File: src/rtl/ictr_pkg.sv
package ictr_pkg;

  typedef enum logic [2:0] {
    MD_TERM     = 3'd0,
    MD_ONESHOT  = 3'd1,
    MD_RATE     = 3'd2,
    MD_SQUARE   = 3'd3,
    MD_SWSTROBE = 3'd4,
    MD_HWSTROBE = 3'd5
  } ictr_mode_e;

  // codes 6 and 7 alias the two periodic modes
  function automatic ictr_mode_e fold_mode(input logic [2:0] code);
    case (code)
      3'd6:    return MD_RATE;
      3'd7:    return MD_SQUARE;
      default: return ictr_mode_e'(code);
    endcase
  endfunction

  function automatic logic is_periodic(input ictr_mode_e m);
    return (m == MD_RATE) || (m == MD_SQUARE);
  endfunction

  // a rising gate restarts the elapsed count
  function automatic logic gate_retriggers(input ictr_mode_e m);
    return (m == MD_ONESHOT) || (m == MD_RATE) ||
           (m == MD_SQUARE)  || (m == MD_HWSTROBE);
  endfunction

  // gate level must be high for ticks to count
  function automatic logic gate_qualifies(input ictr_mode_e m);
    return (m == MD_TERM) || (m == MD_SWSTROBE) ||
           (m == MD_RATE) || (m == MD_SQUARE);
  endfunction

endpackage

File: src/rtl/ictr_gate_edge.sv
module ictr_gate_edge (
  input  logic clk,
  input  logic rst,
  input  logic gate,
  output logic gate_rise
);

  logic gate_q;

  always_ff @(posedge clk) begin
    if (rst) gate_q <= 1'b0;
    else     gate_q <= gate;
  end

  assign gate_rise = gate & ~gate_q;

endmodule

File: src/rtl/ictr_state.sv
module ictr_state
  import ictr_pkg::*;
#(
  parameter int W = 16
) (
  input  logic            clk,
  input  logic            rst,
  input  logic            load,
  input  logic [W:0]      load_span,
  input  ictr_mode_e      load_mode,
  input  logic            restart,
  input  logic            tick,
  output ictr_mode_e      mode,
  output logic            armed,
  output logic [W:0]      span,
  output logic [W:0]      phase,
  output logic [W:0]      dbl,
  output logic [W-1:0]    down,
  output logic            moved
);

  localparam int SW = W + 1;

  // elapsed modulo span, for the periodic modes
  function automatic logic [SW-1:0] wrap_inc(input logic [SW-1:0] ph,
                                             input logic [SW-1:0] n);
    logic [SW-1:0] t;
    t = ph + SW'(1);
    return (t == n) ? '0 : t;
  endfunction

  // elapsed saturating at span+1, enough for the one-shot decodes
  function automatic logic [SW-1:0] sat_inc(input logic [SW-1:0] ph,
                                            input logic [SW-1:0] n);
    return (ph > n) ? ph : ph + SW'(1);
  endfunction

  // twice elapsed modulo span
  function automatic logic [SW-1:0] dbl_step(input logic [SW-1:0] q,
                                             input logic [SW-1:0] n);
    logic [SW:0] t;
    logic [SW:0] m;
    t = {1'b0, q} + (SW+1)'(2);
    m = {1'b0, n};
    if (t >= m) t = t - m;
    if (t >= m) t = t - m;
    return t[SW-1:0];
  endfunction

  always_ff @(posedge clk) begin
    if (rst) begin
      mode  <= MD_TERM;
      armed <= 1'b0;
      span  <= '0;
      phase <= '0;
      dbl   <= '0;
      down  <= '0;
      moved <= 1'b0;
    end else if (load) begin
      mode  <= load_mode;
      armed <= 1'b1;
      span  <= load_span;
      phase <= '0;
      dbl   <= '0;
      down  <= load_span[W-1:0];
      moved <= 1'b0;
    end else if (restart) begin
      phase <= '0;
      dbl   <= '0;
      down  <= span[W-1:0];
      moved <= 1'b0;
    end else if (tick) begin
      moved <= 1'b1;
      down  <= down - W'(1);
      phase <= is_periodic(mode) ? wrap_inc(phase, span) : sat_inc(phase, span);
      dbl   <= dbl_step(dbl, span);
    end
  end

endmodule

File: src/rtl/ictr_wave.sv
module ictr_wave
  import ictr_pkg::*;
#(
  parameter int W = 16
) (
  input  ictr_mode_e      mode,
  input  logic            armed,
  input  logic            gate,
  input  logic [W:0]      span,
  input  logic [W:0]      phase,
  input  logic [W:0]      dbl,
  input  logic [W-1:0]    down,
  input  logic            moved,
  output logic            out,
  output logic [W-1:0]    count
);

  localparam int SW = W + 1;

  // length of the high half of a square-wave period
  function automatic logic [SW-1:0] high_len(input logic [SW-1:0] n);
    logic [SW:0] t;
    t = {1'b0, n} + (SW+1)'(1);
    return t[SW:1];
  endfunction

  always_comb begin
    out   = 1'b0;
    count = down;
    if (armed) begin
      case (mode)
        MD_TERM, MD_ONESHOT:       out = (phase >= span);
        MD_RATE: begin
          out   = !gate || !((phase == '0) && moved);
          count = W'(span - phase);
        end
        MD_SQUARE: begin
          out   = !gate || (phase < high_len(span));
          count = W'(span - dbl);
        end
        MD_SWSTROBE, MD_HWSTROBE:  out = (phase == span);
        default:                   out = 1'b0;
      endcase
    end
  end

endmodule

File: src/rtl/interval_counter.sv
module interval_counter #(
  parameter int W = 16
) (
  input  logic         clk,
  input  logic         rst,
  input  logic         cnt_en,
  input  logic         gate,
  input  logic         load,
  input  logic [W-1:0] load_value,
  input  logic [2:0]   load_mode,
  output logic         out,
  output logic [W-1:0] count
);
  import ictr_pkg::*;

  localparam int SW = W + 1;

  ictr_mode_e    mode_q;
  ictr_mode_e    mode_in;
  logic          armed;
  logic [SW-1:0] span;
  logic [SW-1:0] phase;
  logic [SW-1:0] dbl;
  logic [W-1:0]  down;
  logic          moved;
  logic          gate_rise;
  logic          restart;
  logic          tick;
  logic [SW-1:0] load_span;

  // zero loads the full 2^W span
  assign load_span = {(load_value == '0), load_value};
  assign mode_in   = fold_mode(load_mode);
  assign restart   = armed & gate_rise & gate_retriggers(mode_q);
  assign tick      = armed & cnt_en & (gate | ~gate_qualifies(mode_q));

  ictr_gate_edge u_gate (
    .clk       (clk),
    .rst       (rst),
    .gate      (gate),
    .gate_rise (gate_rise)
  );

  ictr_state #(.W(W)) u_state (
    .clk       (clk),
    .rst       (rst),
    .load      (load),
    .load_span (load_span),
    .load_mode (mode_in),
    .restart   (restart),
    .tick      (tick),
    .mode      (mode_q),
    .armed     (armed),
    .span      (span),
    .phase     (phase),
    .dbl       (dbl),
    .down      (down),
    .moved     (moved)
  );

  ictr_wave #(.W(W)) u_wave (
    .mode   (mode_q),
    .armed  (armed),
    .gate   (gate),
    .span   (span),
    .phase  (phase),
    .dbl    (dbl),
    .down   (down),
    .moved  (moved),
    .out    (out),
    .count  (count)
  );

endmodule

File: config.mk
export PLATFORM = sky130hd
export DESIGN_NAME = interval_counter
export DESIGN_NICKNAME = d
export VERILOG_FILES = /design/src/rtl/ictr_pkg.sv /design/src/rtl/ictr_gate_edge.sv /design/src/rtl/ictr_state.sv /design/src/rtl/ictr_wave.sv /design/src/rtl/interval_counter.sv
export SDC_FILE = /design/constraint.sdc
export NUM_CORES = 1
export LEC_CHECK = 0
export ABC_CLOCK_PERIOD_IN_PS = 9500
export BUFFER_PORTS_ARGS = -buffer_cell sky130_fd_sc_hd__buf_2
export CORE_ASPECT_RATIO = 1.4
export CORE_MARGIN = 2
export CORE_UTILIZATION = 60
export CTS_BUF_LIST = sky130_fd_sc_hd__clkbuf_8
export CTS_CLUSTER_SIZE = 10
export DETAILED_ROUTE_END_ITERATION = 8
export PLACE_DENSITY = 0.88
export SYNTH_ARGS = -nofsm -noshare
export SYNTH_HDL_FRONTEND = slang
export SYNTH_HIERARCHICAL = 1
export SYNTH_SLANG_ARGS = --single-unit
File: constraint.sdc
create_clock -name clk -period 9.5 [get_ports clk]
set_input_delay 0 -clock clk [delete_from_list [all_inputs] [get_ports clk]]
set_output_delay 0 -clock clk [all_outputs]
set_load 0.005 [all_outputs]
After elaboration in Yosys (flattened, before gate mapping)
Cells that the tools add are included.
{"block": "word_totals", "inputBits": 24, "elab_cells": 76, "register_bits": 73}
{"block": "classes", "bitwise_logic": 8, "n_mux": 17, "n_lt_le_gt_ge": 5, "n_reduce_logical": 20, "add_sub_neg": 8, "n_eq_ne": 10}
{"operator": "18-bit 2-to-1 mux", "n": 5}
{"operator": "17-bit 2-to-1 mux", "n": 4}
{"operator": "16-bit 2-to-1 mux", "n": 4}
{"operator": "18-bit by 17-bit greater-or-equal comparator with 1-bit output", "n": 2}
{"operator": "17-bit equality test", "n": 2}
{"operator": "16-bit case mux with 2 select lines", "n": 1}
{"operator": "16-bit subtractor", "n": 2}
{"operator": "17-bit by 1-bit adder with 18-bit output (second input constant)", "n": 1}
{"operator": "17-bit by 2-bit adder with 18-bit output (second input constant)", "n": 1}
{"operator": "18-bit by 17-bit subtractor with 18-bit output", "n": 1}
{"operator": "17-bit by 1-bit adder with 17-bit output (second input constant)", "n": 1}
{"operator": "17-bit greater-or-equal comparator", "n": 1}
{"operator": "17-bit > comparator", "n": 1}
{"operator": "17-bit logical NOT", "n": 1}
{"operator": "17-bit less-than comparator", "n": 1}
{"operator": "17-bit subtractor", "n": 1}
{"operator": "16-bit logical NOT", "n": 1}
{"operator": "16-bit by 1-bit subtractor with 16-bit output (second input constant)", "n": 1}
{"operator": "3-bit equality test (second input constant)", "n": 4}
{"operator": "1-bit logical OR", "n": 9}
{"operator": "3-bit by 2-bit equality test with 1-bit output (second input constant)", "n": 2}
{"operator": "3-bit case mux with 2 select lines", "n": 1}
{"operator": "1-bit bitwise AND", "n": 5}
{"operator": "1-bit case mux with 4 select lines", "n": 1}
{"operator": "12 further kinds", "n": 15}

Depth between registers and ports, before layout
Gate-level depths: netlist of run 1.
{"block": "depth", "ltp_word": 13, "ltp_mapped": 27, "mapped_depth_nobuf": 23}

Modules after synthesis
The synthesis of run 1 kept the hierarchy.
{"mod": "ictr_state", "cells_each": 823, "n_inst": 1, "area_per_inst_um2": 6399.9, "seq_area_each_um2": 1441.4}
{"mod": "ictr_wave", "cells_each": 310, "n_inst": 1, "area_per_inst_um2": 2220.9, "seq_area_each_um2": 0.0}
{"mod": "interval_counter", "cells_each": 14, "n_inst": 1, "area_per_inst_um2": 82.6, "seq_area_each_um2": 0.0}
{"mod": "ictr_gate_edge", "cells_each": 3, "n_inst": 1, "area_per_inst_um2": 47.5, "seq_area_each_um2": 20.0}

Worst setup path after synthesis of run 1
OpenSTA, ideal clock, no wires.
{"block": "synth_timing", "path_kind": "register to register", "from": "register u_state.dbl[1]", "to": "register u_state.dbl[0]", "arrival_ns": 5.269, "required_ns": 9.421, "setup_slack_ns": 4.152, "path_buffers": 3, "stages_incl_launch_ff": 26, "path_cell_list": "dfxtp_1 -> ha_1 -> and3_1 -> nand3_1 -> nor2_1 -> xor2_1 -> ha_1 -> a21oi_1 -> o21ai_0 -> or3_1 -> o22ai_1 -> buf_2 -> buf_2 -> nand2_1 -> o21ai_0 -> ha_1 -> buf_6 -> a21oi_1 -> o21ai_1 -> o221a_2 -> o41ai_2 -> nor3b_1 -> inv_1 -> mux2i_4 -> mux2_4 -> a211oi_2"}
{"block": "synth_between", "elab_chain_len": 9, "word_cells_on_any_way": 11, "classes_between": "add/sub: 3; order compare: 2; mux: 6"}
{"item": "from (decl)", "line_no": "ictr_state.sv:17", "rtl": "output logic [W:0] dbl,"}
{"item": "from (signal assigned)", "line_no": "ictr_state.sv:76", "rtl": "dbl <= dbl_step(dbl, span);"}
{"item": "17-bit by 2-bit adder with 18-bit output *", "line_no": "ictr_state.sv:43", "rtl": "t = {1'b0, q} + (SW+1)'(2);"}
{"item": "18-bit by 17-bit subtractor with 18-bit output or 18-bit by 17-bit greater-or-equal comparator with 1-bit output (tied branches)", "line_no": "ictr_state.sv:45", "rtl": "if (t >= m) t = t - m;"}
{"item": "18-bit 2-to-1 mux *", "line_no": "ictr_state.sv:45"}
{"item": "18-bit 2-to-1 mux *", "line_no": "ictr_state.sv:72", "rtl": "end else if (tick) begin"}
{"item": "18-bit 2-to-1 mux *", "line_no": "ictr_state.sv:67", "rtl": "end else if (restart) begin"}
{"item": "18-bit 2-to-1 mux *", "line_no": "ictr_state.sv:59", "rtl": "end else if (load) begin"}
{"item": "18-bit 2-to-1 mux *", "line_no": "ictr_state.sv:51", "rtl": "if (rst) begin"}
{"item": "18-bit by 17-bit greater-or-equal comparator with 1-bit output or 17-bit subtractor (tied branches)", "line_no": "ictr_state.sv:46", "rtl": "if (t >= m) t = t - m;"}
{"item": "17-bit 2-to-1 mux *", "line_no": "ictr_state.sv:46"}
Every way passes the cells marked *; elsewhere a longest branch is shown, timed or not. The select of a mux whose other input is x is not followed.
A chain may end at the register's enable or synchronous reset.

Worst setup path after layout of run 1
Ends and elaborated chain as after synthesis.

==> results of run 1 <==
[worst paths after layout]
path                            cells past startpoint      startpoint         endpoint
worst min register to register                      2   u_state/moved    u_state/moved
worst min-delay path                                4    load_mode[2]  u_state/mode[2]
worst max register to register                     21  u_state/dbl[1]   u_state/dbl[0]
worst max-delay path                               21  u_state/dbl[1]   u_state/dbl[0]
[power groups by stage]
| stage | logic (W) | registers [W] | clock network (W) |
|---|---|---|---|
| 6_report | 0.000598 | 0.000348 | 0.000297 |
| 3_5_place_dp | 0.000569 | 0.000354 | 0 |
| 5_1_grt | 0.000647 | 0.000350 | 0.000309 |
| 4_1_cts | 0.000578 | 0.000347 | 0.000298 |
| 2_1_floorplan | 0.000459 | 0.000343 | 0 |
| 3_3_place_gp | 0.000559 | 0.000353 | 0 |
[sequential cells by signal, summed over array words and instances (netlist names)]
| register | count |
|---|---|
| u_state/armed | 1 |
| u_state/span | 17 |
| u_state/down | 16 |
| u_state/phase | 17 |
| u_state/moved | 1 |
| u_state/dbl | 17 |
| u_state/mode | 3 |
| u_gate/gate_q | 1 |
[timing repair]
| action | 4_1_cts | 5_1_grt |
|---|---|---|
| setup endpoints to repair | 0 | 0 |
| hold buffers | 18 | 0 |
| hold endpoints to repair | 19 | 0 |
[tightest hold or removal path, delay by kind of cell]
family | cells | cell delay [ps]
buf+inv | 1 | 70
mux | 1 | 90
simple gates | 2 | 210
[metal layers]
layer / vias to the layer above / wire [um] / GRT usage [%]
met3: 150 / 2100 / 5.24
met2: 535 / 13400 / 60.8
met4: 0 / 1880 / 23.0
met1: 4309 / 10300 / 39.6
met5: - / 0 / 0
li1: 4270 / - / -
[cell usage in the layout, fill, tap and decap left out, drive strengths merged, types with 8 or more instances in the layout]
master	n
nand3b	11
ha	103
nor2b	13
a21o	18
nor3	27
buf	46
nor2	84
mux2i	41
o211ai	16
a21oi	112
o21ai	97
nand3	26
dfxtp	73
nand2	90
nand4	28
or3	21
a31oi	11
nand2b	25
a211oi	14
xnor2	79
xor2	20
and4	9
nor4	16
inv	58
and3	16
dlygate4sd3	18
o2111ai	8
clkbuf	9
mux2	9
[layout make-up]
cell class / count / area (sq um) / area share, %
clock inverters: 6 / 109 / 1.15
repair buffers: 64 / 425 / 4.51
well taps: 189 / 236 / 2.51
clock buffers: 9 / 124 / 1.31
inverters: 57 / 214 / 2.27
multi-input cells: 972 / 6870 / 72.8
flip-flops and latches: 73 / 1460 / 15.5
[cells by family after synthesis]
family                     after synthesis
xor gates and xnor gates                99
and+or+nand+nor                        389
muxes                                   50
buffers and inverters                  105
adders and majority gates              106
DFF                                     73
AOI/OAI and AO/OA                      328
[per-stage QoR]
stage | std cells | power (W) | util, % | instance area [sq um]
floorplan | 1150 | 0.000802 | - | 8750
global placement | 1337 | 0.000912 | 62.8 | 9030
detailed placement | 1337 | 0.000923 | 62.8 | 9030
CTS | 1370 | 0.00122 | 65.6 | 9440
global route | 1370 | 0.00131 | 65.6 | 9440
finish | 1370 | 0.00124 | 65.6 | 9440
==> summary.md, run 1 <==
Startpoint-to-endpoint class of the critical path: reg2reg. The logs give 4.00 nW for the total leakage power and 2550 ps for the minimum setup slack among reg-to-reg paths. Count of flip-flops with a built-in enable after synthesis: 0. After floorplanning, the core was divided into 52 placement rows.

The final number of setup-violating endpoints was 0. Of all nets on the critical path, the largest fanout is 29. Timing analysis after detailed placement gives a worst setup slack of 2710 ps.

The floorplan step defined a core boundary enclosing 14400 sq um. The proportion of synthesized chip area in sequential cells came out at 16.7%. The dominant combinational cell family by area after synthesis is simple AND/OR/NAND/NOR gates. The synthesized netlist devotes 23.4% of its cell area to compound gates. The port buffer count is 40, and the detailed placement HPWL is 20.1 mm. From synthesis to final layout, the design area changed by 7.86%.

In the final routed layout, each cell accounts on average for 20.2 um. The summed negative setup slack over all endpoints was 0 ps. The library cell contributing the largest single delay on the critical path was o22ai_2. The worst path uses 73.2% of the clock period. The initial utilization of the core area, before any placement, comes to 60.9%.

The logs give 0 for the number of antenna violations at the first check in global routing and 1150 for the instance count of the mapped netlist. At the worst endpoint, the arrival time is 7230 ps. The worst setup path is launched from a flip-flop. No sink is reached through more buffers than the 2 on the longest clock path.

The clock net in this run drives a total of 73 sinks. Cell internal power was estimated by the tool at 0.000752 W. Grouping stages by cell kind, the critical path spends the most delay in compound AO/OA/AOI/OAI gates. The run finished with clean final reports. During synthesis, Yosys emitted a total of 6 warnings.

In the synthesized netlist the async set-or-reset flop fraction comes to 0%. The most instantiated flip-flop cell in the synthesis netlist is dfxtp_1. Detailed-routing iteration count for the pre-antenna-repair pass: 6. Summed over all instances, the cell type with the most area after synthesis is dfxtp_1.

The max-slew violation total from the final report is 0, and the clock-pin slew reported for the worst setup and hold paths after clock tree synthesis is 80 ps. TritonCTS built the clock tree. The number of nets produced by synthesis is 1280, and the post-detailed-routing wire length is 27.7 mm. Each instance of the synthesized netlist takes up on average 7.61 sq um. By instance count, the cell type seen most on the critical path is ha_1.

Summing the areas of all xor and xnor instances in the mapped netlist gives 9.91% of the synthesized area. The clock network accounts for 23.9% of the total power. The run gives 41 as the count of pins on the block boundary. TritonCTS created 9 clock buffers. The critical path endpoint category is a flip-flop. The layout net count came out at 1307. The adder and majority cell fraction of the synthesized area works out to 15.4%. The tools report the CTS root buffer as clkbuf_8. Registers are responsible for 28.0% of the overall power. Final count of hold timing violations: 0. Using the TritonRoute via totals, the vias-per-cell ratio works out to 6.76.

Yosys attributes the largest share of cell area to dfxtp_1, ha_1, xnor2_1, a21oi_1, o21ai_0. The count of nets left with antenna violations once routing finished came out at 0. The number of distinct standard cells referenced by the synthesized netlist was 80. The fraction of power consumed by combinational cells is 48.1%. The critical path goes through ha_1 > and3_1 > nand3_1 > nor2_1 > xor2_1 > ha_1 > a21oi_1 > o21ai_0 > or3_1 > o22ai_2 > mux2_2 > ha_1 > and4_1 > o221a_2 > o21ba_1 > o41ai_2 > nor3b_1 > inv_1 > mux2i_4 > mux2_4 > a211oi_2. On the worst path, the slowest cell contributes a delay of 870 ps. The number of gates resized after CTS was 0. The analysis attributes to net switching a power of 0.000491 W. In the synthesized netlist, mux cells make up 6.08% of the area.

Cells with a size suffix above 1 make up 8.55% of the layout. The worst path in the final design needs a cycle of 6950 ps, including I/O delays and setup. Routability-driven placement finished with a final weighted congestion of 1.03. Setup repair after global routing left no endpoint under its margin.

Setup slack on the critical path of the routed design comes to 2550 ps. The total DRC errors in the routed layout is 0, and the number of buffers and inverters on the critical path is 1. At the later pin of the worst-skew pair, clock insertion delay measures 360 ps. In this run, synthesis produced a sequential element count of 73. The simple-gate share of the synthesized area came out at 23.4%. The path class of the tightest hold or removal check is in2reg.

Global routing consumed, over all layers together, 35.1% of the routing resources. The worst slack on hold paths was 36.5 ps; the transition at the pin with the smallest max-transition slack was 1170 ps. Buffers added to address setup during post-CTS repair amount to 0.

The via count of the first global-routing pass was 8942; the number of H-tree levels was 3. The die covers 15600 sq um. Net switching is 39.5% of the power. In this run the power density over the cells is 132 nW/um^2.

The peak supply drop is 0.114 mV. Yosys instantiated no cell more often than a21oi_1. On the final layout, the worst clock skew is 12.0 ps. The top cell type by area accounts for 16.7% of the synthesized area. The total overflow left after global routing is 0. The cell area after synthesis came out at 8750 sq um. The normalized max-slew margin is 21.9%, and the max-cap check violation count is 0.

The routed layout has 9264 vias. Ranked by instance count, the synthesized netlist is headed by a21oi_1, ha_1, nand2_1. The die is 147 um tall. The required time of the worst setup path came out at 9780 ps. The first global-routing pass estimated 44.0 mm of wire.

The detailed router finished its first iteration with 959 violations. Derived from the worst setup path, the maximum achievable clock frequency is 144 MHz. The number of antenna diodes in the final layout is 0. From left edge to right edge, the die measures 106 um. Entering global routing, the biggest net connects 56 pins. Fill cells in the final layout number 1172.
Note: power is estimated with default switching activity, not from simulation.
==> inputs of run 2 (changes only) <==
Settings changed: ABC_CLOCK_PERIOD_IN_PS 9500 to 5800, CORE_UTILIZATION 60 to 59, PLACE_DENSITY 0.88 to 0.9.
Clock period 9.5 ns to 5.8 ns, I/O delays scaled along.
==> summary.md, run 2 (synthesis gave the netlist of run 1 again) <==
Setup slack on the worst reg-to-reg path comes out at 250 ps. The largest driver fanout on the critical path was 9; the summed negative setup slack over all endpoints was 0 ps. The critical path endpoint category is a flip-flop.

In the final layout, the multi-input gates occupy 6900 sq um. The via count of the first global-routing pass came out at 9039. The tools report the element type at the critical path start as a flip-flop.

The final antenna diode count was 0; the minimum period implied by the final worst setup slack was 5550 ps. The required time of the worst setup path came out at 6080 ps. Setup violations remaining at the end of the flow were counted as 0. The effective utilization at floorplan is 60.3%, and the largest net degree at the start of global routing is 56. For the upper clock frequency limit, the log shows 180 MHz.

Port buffer count: 40. The normalized max-slew margin was 32.6%. In the layout the commonest cells are a21oi_1, ha_1, nand2_1.

The logs give 0 for the final count of hold timing violations and 0.000842 W for the net switching component of the power. The number of non-filler instances in the completed layout is 1407. The share of total power dissipated in combinational logic is 50.8%. The library cell used most frequently in the layout, excluding fill and tap cells, is a21oi_1. The initialized floorplan defines 52 standard-cell rows.

TritonCTS built the clock tree. The run gives 9760 sq um as the post-layout instance area. Between clock sinks in the finished design, the worst skew comes to 11.2 ps. At the pin with the least slew margin, the transition time is 1010 ps.

The latest clock arrival within the worst-skew pair was 370 ps. The flow ran to the end, and the final reports show no timing, DRC or antenna violations. IR analysis of the VDD net gives a maximum drop of 0.185 mV. From bottom edge to top edge, the die measures 148 um.

The tools report the worst reg2reg path endpoint as u_state/dbl[1]. The number of routed nets with antenna violations was 0; the placed instance area was 9270 sq um. In this run the static leakage power is 4.19 nW. For the max-cap check violation count, the log shows 0. After layout, the design draws a total of 0.00210 W. The die covers 15800 sq um. The most critical setup path has its endpoint at u_state/dbl[1]. The number of H-tree levels was 3. X dimension of the die: 107 um. The global placer's final weighted congestion is 0.997.

The logs give 36.1% for the overall global routing resource usage and 6 for the detailed-routing iteration count for the pre-antenna-repair pass. Number of cells in the design after placement: 1368. The largest registers in the layout are u_state/dbl: 17 flops, u_state/phase: 17 flops, u_state/span: 17 flops. The detail-routed via count per cell was 6.72; the maximum count of clock buffers along a single path was 2.

After detailed routing, the average wire length per cell comes to 20.6 um. Net switching is 40.2% of the power. The area overhead of the layout relative to synthesis works out to 11.5%.

Clock-pin slew was measured on the worst setup and hold paths at 90 ps. The number of buffers created by CTS is 9. The clock drives 73 sinks. The internal power of the cells totals 0.00125 W.

The worst setup path is of the reg2reg kind. The logs give 0 for the max-slew violation total from the final report and 0 for the number of antenna violations at the first check in global routing. The startpoint identified for the worst register-to-register timing path is u_state/dbl[1].

The first global-routing pass estimated 45.5 mm of wire. The total power density per cell area is 215 nW/um^2, and the fill cell total of the finished layout is 1125. CTS placed an instance of clkbuf_8 at the clock tree root.

Detailed router's first-iteration violation count: 1014. The final critical path takes up 95.7% of the cycle. For the layout net count, the log shows 1343. Worst slack on hold paths: 85.3 ps. Global routing finished with a remaining overflow of 0. The combined flip-flop and latch cell area is 1470 sq um, and the share of final-layout standard cells stronger than drive strength 1 is 12.3%. For the total DRC errors in the routed layout, the log shows 0. For this design the top-level I/O count stands at 41. At the worst endpoint, the arrival time is 5840 ps.

For this block, the via count after detailed routing is 9462. The most critical setup path has its startpoint at u_state/dbl[1]. The tightest min-delay check is of the in2reg type. The core region area was 14500 sq um; the post-detailed-routing wire length was 28.9 mm. The run gives 20.9 mm as the detailed placement HPWL. The count of cells along the worst register-to-register path is 23, and the clock group share of total power is 22.9%.

Sequential cells account for 26.2% of the total power.
[run 2: cell count changes in the layout (fill, tap and decap cells not counted), sizes merged]
cell	change
dlygate4sd3	+1
buf	+35
clkbuf	+1
clkinv	+1
bufinv	-1
[run 2: power groups by stage]
stage | Combinational (W) | Sequential (W) | Clock (W)
floorplan | 0.000752 | 0.000561 | 0
global placement | 0.000987 | 0.000559 | 0
detailed placement | 0.00100 | 0.000560 | 0
CTS | 0.00102 | 0.000549 | 0.000478
global route | 0.00114 | 0.000553 | 0.000500
finish | 0.00107 | 0.000550 | 0.000480
[run 2: worst min path at each step]
stage,from,to,slack (ps),depth (start not counted)
3_5_place_dp,load_mode[0],u_state/mode[0],250,3
2_1_floorplan,rst,u_gate/gate_q,60,1
4_1_cts,load_mode[2],u_state/mode[2],20,4
6_report,load_mode[2],u_state/mode[2],90,4
5_1_grt,load_mode[2],u_state/mode[2],140,4
3_3_place_gp,load_mode[0],u_state/mode[0],250,3
[run 2: what timing repair did]
action,4_1_cts,5_1_grt
setup endpoints to repair,0,17
hold endpoints to repair,21,0
buffers inserted,0,4
hold buffers,19,0
resized for setup,0,17
[run 2: critical path: stages (launching register included)]
cell and delay (ps):
dfxtp_4 400, ha_2 210, and3_2 240, nand3_1 100, xnor2_1 210, ha_1 340
nand4_1 220, a21oi_2 80, o311ai_0 580, a2111oi_1 200, buf_4 190, o21a_1 160
o31ai_1 290, buf_4 180, ha_1 250, nand4_1 150, o21ba_1 180, o41ai_2 310
nor3b_2 210, inv_1 80, mux2i_4 200, buf_12 170, mux2_4 300, a211oi_2 210
[run 2: metal layers]
metal  up-vias  share of wire [%]  GRT usage, %
met5         -                  0             0
met4         0                6.7          22.4
met3       156                8.5          5.43
met2       587                 48          63.4
met1      4369                 36          40.6
li1       4350                  -             -
[run 2: area by class of cell]
type / instances / share of cell area (%)
Timing Repair Buffer: 100 / 7.32
Tap cell: 189 / 2.42
Clock inverter: 6 / 0.910
Inverter: 57 / 2.19
Multi-Input combinational cell: 972 / 70.7
Sequential cell: 73 / 15.1
Clock buffer: 10 / 1.41
[run 2: stage by stage]
step,util [%],worst slack (ps)
final,67.2,248
after global routing,67.2,-91.4
after CTS,66.8,50.8
after detailed placement,63.9,75.9
after global placement,63.9,250
after floorplan,-,452
